$ cat config.mk
export PLATFORM = sky130hd
export DESIGN_NAME = sdio_init_seq
export DESIGN_NICKNAME = d
export VERILOG_FILES = /design/src/rtl/sdio_init_seq.sv
export SDC_FILE = /design/constraint.sdc
export NUM_CORES = 1
export LEC_CHECK = 0
export BUFFER_PORTS_ARGS = -buffer_cell sky130_fd_sc_hd__buf_2
export CORE_MARGIN = 1
export CORE_UTILIZATION = 40
export DETAILED_ROUTE_END_ITERATION = 12
export SLEW_MARGIN = 15
export SYNTH_ARGS = -nofsm -noshare
export SYNTH_HDL_FRONTEND = slang
export SYNTH_SLANG_ARGS = --single-unit
export TNS_END_PERCENT = 50
$ cat constraint.sdc
create_clock -name clk -period 3.75 [get_ports clk]
set_clock_uncertainty 0.2 [all_clocks]
set_input_delay 0.375 -clock clk [delete_from_list [all_inputs] [get_ports clk]]
set_output_delay 0.375 -clock clk [all_outputs]
set_load 0.05 [all_outputs]
$ cat src/rtl/sdio_init_seq.sv
module sdio_init_seq #(
  parameter int RETRY_W = 8,
  parameter logic [15:0] BLK_SIZE = 16'h0200
) (
  input  logic               clk,
  input  logic               rst_n,
  input  logic               start,
  input  logic               skip_probe,
  input  logic               wide_bus,
  input  logic [RETRY_W-1:0] retry_limit,
  output logic               cmd_valid,
  output logic [5:0]         cmd_idx,
  output logic [31:0]        cmd_arg,
  input  logic               rsp_done,
  input  logic               rsp_timeout,
  input  logic [31:0]        rsp_word,
  output logic               done,
  output logic               error,
  output logic [1:0]         err_code,
  output logic [15:0]        rca
);
  localparam logic [4:0] LAST = 5'd17;
  localparam logic [7:0] BLO = BLK_SIZE[7:0];
  localparam logic [7:0] BHI = BLK_SIZE[15:8];

  typedef enum logic [1:0] {S_IDLE, S_RUN, S_DONE, S_FAIL} st_t;
  st_t st;
  logic [4:0]         step, step_inc;
  logic [RETRY_W-1:0] polls;
  logic [23:0]        ocr;
  logic [7:0]         want;
  logic               is_rb;

  function automatic logic [31:0] b52(input logic wr, input logic [16:0] a, input logic [7:0] d);
    return {wr, 3'd0, 1'b0, 1'b0, a, 1'b0, d};
  endfunction

  assign cmd_valid = (st == S_RUN);
  assign done      = (st == S_DONE);
  assign error     = (st == S_FAIL);

  always_comb begin
    step_inc = step + 5'd1;
    if (step_inc == 5'd2 && skip_probe) step_inc = 5'd3;
    if (step_inc == 5'd7 && !wide_bus)  step_inc = 5'd8;
  end

  always_comb begin
    cmd_idx = 6'd52;
    cmd_arg = 32'h0;
    want    = 8'h00;
    is_rb   = 1'b0;
    case (step)
      5'd0:  cmd_arg = b52(1'b1, 17'h6, 8'h08);
      5'd1:  cmd_idx = 6'd0;
      5'd2:  begin cmd_idx = 6'd8; cmd_arg = 32'h0000_01AA; end
      5'd3:  cmd_idx = 6'd5;
      5'd4:  begin cmd_idx = 6'd5; cmd_arg = {8'h00, ocr}; end
      5'd5:  cmd_idx = 6'd3;
      5'd6:  begin cmd_idx = 6'd7; cmd_arg = {rca, 16'h0000}; end
      5'd7:  cmd_arg = b52(1'b1, 17'h7, 8'h02);
      5'd8:  cmd_arg = b52(1'b1, 17'h2, 8'h02);
      5'd9:  cmd_arg = b52(1'b1, 17'h4, 8'h03);
      5'd10: cmd_arg = b52(1'b1, 17'h10, BLO);
      5'd11: cmd_arg = b52(1'b1, 17'h11, BHI);
      5'd12: begin cmd_arg = b52(1'b0, 17'h10, 8'h00); want = BLO; is_rb = 1'b1; end
      5'd13: begin cmd_arg = b52(1'b0, 17'h11, 8'h00); want = BHI; is_rb = 1'b1; end
      5'd14: cmd_arg = b52(1'b1, 17'h110, BLO);
      5'd15: cmd_arg = b52(1'b1, 17'h111, BHI);
      5'd16: begin cmd_arg = b52(1'b0, 17'h110, 8'h00); want = BLO; is_rb = 1'b1; end
      default: begin cmd_arg = b52(1'b0, 17'h111, 8'h00); want = BHI; is_rb = 1'b1; end
    endcase
  end

  always_ff @(posedge clk or negedge rst_n) begin
    if (!rst_n) begin
      st       <= S_IDLE;
      step     <= 5'd0;
      polls    <= '0;
      ocr      <= 24'h0;
      rca      <= 16'h0;
      err_code <= 2'd0;
    end else if (st != S_RUN) begin
      if (start) begin
        st       <= S_RUN;
        step     <= 5'd0;
        polls    <= '0;
        rca      <= 16'h0;
        err_code <= 2'd0;
      end
    end else if (rsp_timeout) begin
      st       <= S_FAIL;
      err_code <= 2'd1;
    end else if (rsp_done) begin
      if (step == 5'd3) begin
        ocr  <= rsp_word[23:0];
        step <= rsp_word[31] ? 5'd5 : 5'd4;
      end else if (step == 5'd4) begin
        if (rsp_word[31]) step <= 5'd5;
        else if ({1'b0, polls} + 1'b1 >= {1'b0, retry_limit}) begin
          st       <= S_FAIL;
          err_code <= 2'd2;
        end else polls <= polls + 1'b1;
      end else if (is_rb && rsp_word[7:0] != want) begin
        st       <= S_FAIL;
        err_code <= 2'd3;
      end else if (step == LAST) begin
        st <= S_DONE;
      end else begin
        if (step == 5'd5) rca <= rsp_word[31:16];
        step <= step_inc;
      end
    end
  end
endmodule


==> impl_metrics.py <==
metrics = {
    "clock_network": {
        "clock_path_buffers": 2,
        "cts.sinks": 57,
        "htreeDepth": 3,
        "worstSkewPairLatency_ns": 0.33,
        "cts_tree": "yes",
        "cts_root_buf": "clkbuf_8",
        "cts.clk_slew.worst_paths_ns": 0.07,
        "cts_resized": 0,
        "cts_buffers": 9,
    },
    "sta": {
        "tightest_slew_ns": 1.042,
        "rsz0062_at_grt": "false",
        "slew_violations": 0,
        "setup_viol": 0,
        "fmax_mhz": 297.3,
        "setup_tns_ns": 0,
        "max-slew-margin-rel_pct": 30.18,
        "fin_crit_sh_pct": 89.69,
        "hold_viol": 0,
        "period_needed_ns": 3.364,
    },
    "setup_path": {
        "setup.worst_path.end_class": "output pin",
        "required_ns": 3.17,
        "path_class": "register to output pin",
        "critPathLaunch": "step[0]",
        "cp_top_family": "buffers and inverters",
        "path_cells": "inv_1 > ha_1 > and4bb_1 > buf_4 > a22oi_1 > o211ai_1 > buf_2",
        "cpPeakStageDelay_ns": 0.63,
        "cp_data_arrival_time_ns": 2.79,
        "cp_slowest_cell": "and4bb_1",
        "crit_path_start_kind": "register",
        "reg2reg_from": "step[0]",
        "path_buf_inv": 3,
        "crit_fanout": 15,
    },
    "routing": {
        "drt-pass1-iter-count": 4,
        "wl_per_cell_microns": 15.79,
        "detail_route.iter0.violations": 106,
        "vias_per_cell": 5.370,
        "vias": 3050,
        "ant_nets": 0,
        "routed_wl_microns": 8969,
        "drc": 0,
    },
    "power": {
        "leakage_nw": 2.310,
        "clockPowerShare_pct": 14.7,
        "p_sw_w": 0.002146,
        "p_int_w": 0.001893,
        "peakVddDrop_mv": 0.7271,
        "sequentialPowerShare_pct": 25.8,
        "switching_share_pct": 53.12,
        "pwr-share-comb_pct": 59.5,
        "power.density_mw_per_mm2": 920.5,
    },
    "finish": {
        "fin_nets": 516,
        "area_delta_synth_final_pct": 22.79,
        "drive_gt1_share_pct": 32.17,
        "fin_util_pct": 50.56,
        "num_antenna_cells": 0,
    },
    "die": {
        "start_util_pct": 41.18,
        "fp.dieH_microns": 96.52,
        "dieArea_sq_mm": 0.009315,
        "fp.dieW_microns": 96.52,
        "rows": 34,
        "design.core.area_sq_mm": 0.008678,
        "io_pins": 106,
    },
    "global_route": {
        "grt_start_max_net_pins": 38,
        "grt_pass1_wl_microns": 14680,
        "antenna_found_initial": 0,
        "grt_pass1_vias": 2974,
        "grt_use_total_pct": 20.78,
        "grt-ovfl-total": 0,
    },
    "synthesis": {
        "yosysWarningCount": 0,
        "synth_edf_count": 0,
        "synthCells": 352,
        "synth.distinct_cells": 68,
        "synth_nets": 413,
        "yosysTopAreaCell": "dfrtp_1",
        "syn_avg_cell_area_sq_um": 10.15,
        "synthArstFlopShare_pct": 100.0,
        "ys_ff_latch": 57,
        "ys_seq_area_share_pct": 39.92,
        "synth.top_cell.area_share_pct": 39.92,
        "syn_area_sq_mm": 0.003573,
        "synth_ff_type": "dfrtp_1",
        "synth.top_cells.by_area": "dfrtp_1 (40%), mux2_1 (6.0%), a22o_1 (5.9%), ha_1 (4.9%), inv_1 (2.7%)",
    },
    "status": {
        "status": "finished, final reports clean",
    },
    "placed_design": {
        "dp_hpwl_microns": 6485,
        "io_buffers": 105,
        "gp_congestion": 0.7900,
    },
    "run": {
        "cap_violations": 0,
    },
    "min_path": {
        "min_from": "rsp_word[8]",
        "hold_class": "primary input to register",
    },
}
## state kept, by name (all words and copies together), names as in the netlist
signal / count
rca: 16
ocr: 24
err_code: 2
step: 5
polls: 8
st: 2
## cell type report
class	instances	area, sq um
Inverter	26	97.59
Clock inverter	4	51.30
Sequential cell	57	1426
Fill cell	853	4290
Multi-Input combinational cell	248	1934
Timing Repair Buffer	113	588.1
Tap cell	108	135.1
Clock buffer	12	155.1
## per-layer routing
layer / vias up / share of wire, % / global-route usage (%)
li1: 1497 / - / -
met1: 1450 / 48 / 29.11
met2: 96 / 44 / 30.99
met3: 7 / 6.8 / 6.182
met4: 0 / 1.1 / 5.882
met5: - / 0 / 0
## logic make-up (layout without fill, tap and decap cells)
group / Yosys count / in the layout / synth area share (%)
fa+ha+maj: 14 / 14 / 4.902
buf+inv: 47 / 155 / 5.953
mux: 35 / 35 / 10.92
compound gates: 90 / 90 / 19.71
flops: 57 / 57 / 39.92
xor+xnor: 7 / 7 / 1.716
simple gates: 102 / 102 / 16.88
## cell usage after synthesis (all sizes together), types with 4 or more instances
| cell | instances |
|---|---|
| a22o | 24 |
| a21oi | 7 |
| and2 | 15 |
| o211ai | 4 |
| a31oi | 4 |
| inv | 26 |
| nor3 | 9 |
| ha | 14 |
| o21ai | 17 |
| a21o | 7 |
| clkbuf | 7 |
| a211oi | 4 |
| and3 | 4 |
| nand3 | 8 |
| mux2 | 26 |
| nand2b | 5 |
| mux2i | 9 |
| dfrtp | 57 |
| buf | 14 |
| nor2 | 18 |
| nand2 | 19 |
| xnor2 | 6 |
## cell usage in the layout (no fill, tap or decap), types with 2 or more instances in the layout
cell / n
nor3_2: 2
o21ai_0: 12
a31oi_1: 4
nand2b_1: 5
mux2i_1: 9
inv_1: 26
mux2_1: 19
or3_1: 2
o21ai_2: 2
a32oi_1: 2
nand4_1: 3
o211ai_1: 4
buf_2: 105
o21a_1: 2
nor2b_1: 2
ha_1: 14
a21o_1: 7
or2_2: 2
clkbuf_8: 11
nand2_1: 19
nor4_1: 2
nand4b_1: 2
buf_4: 7
and3_1: 4
o21ai_1: 3
a211oi_1: 4
a311oi_1: 2
mux2_2: 5
a21oi_1: 7
o21bai_1: 2
nor3_1: 7
nor2_1: 17
dfrtp_1: 57
and2_1: 14
xnor2_1: 6
mux2_4: 2
nand3_1: 8
a22o_1: 24
## worst reg2reg max path, cell delays in order (launching register included)
cell	delay, ns
dfrtp_1	0.46
inv_1	0.15
ha_1	0.40
and4bb_1	0.63
buf_4	0.32
o21ai_0	0.11
nand2_1	0.49
a22o_1	0.25
## power by group through the flow
| stage | clock network, W | logic [W] | registers, W |
|---|---|---|---|
| 2_1_floorplan | 0 | 0.00169 | 0.00122 |
| 3_3_place_gp | 0 | 0.00239 | 0.00104 |
| 3_5_place_dp | 0 | 0.00240 | 0.00105 |
| 4_1_cts | 0.000616 | 0.00241 | 0.00104 |
| 5_1_grt | 0.000637 | 0.00259 | 0.00107 |
| 6_report | 0.000595 | 0.00240 | 0.00104 |
## through the flow
stage                     hold WS, ns  cells  instance area, sq um  worst slack (ns)  power, W
final                         0.04690    568                  4388            0.3865  0.004039
after global routing          0.03989    568                  4388            0.2028  0.004299
after CTS                     0.02504    568                  4388            0.3562  0.004067
after detailed placement       0.2726    551                  4172            0.6709  0.003446
after global placement         0.2655    551                  4172            0.7462  0.003423
after floorplan               -0.1206    352                  3573           0.08557  0.002910
## what timing repair did
item                                   4_1_cts  5_1_grt
hold buffers                                 1        0
endpoints found under the hold margin       36        0
setup buffers                                0        0
## worst paths after layout
kind / end / slack (ns) / depth (start not counted)
setup / recovery: cmd_arg[17] / 0.39 / 7
setup reg to reg: rca[12] / 0.68 / 7
hold reg to reg: ocr[12] / 0.28 / 1
min in group asynchronous: polls[5] / 0.50 / 2
hold / removal: ocr[8] / 0.05 / 2
max in group asynchronous: ocr[23] / 2.03 / 3
Note: power is estimated with default switching activity, not from simulation.
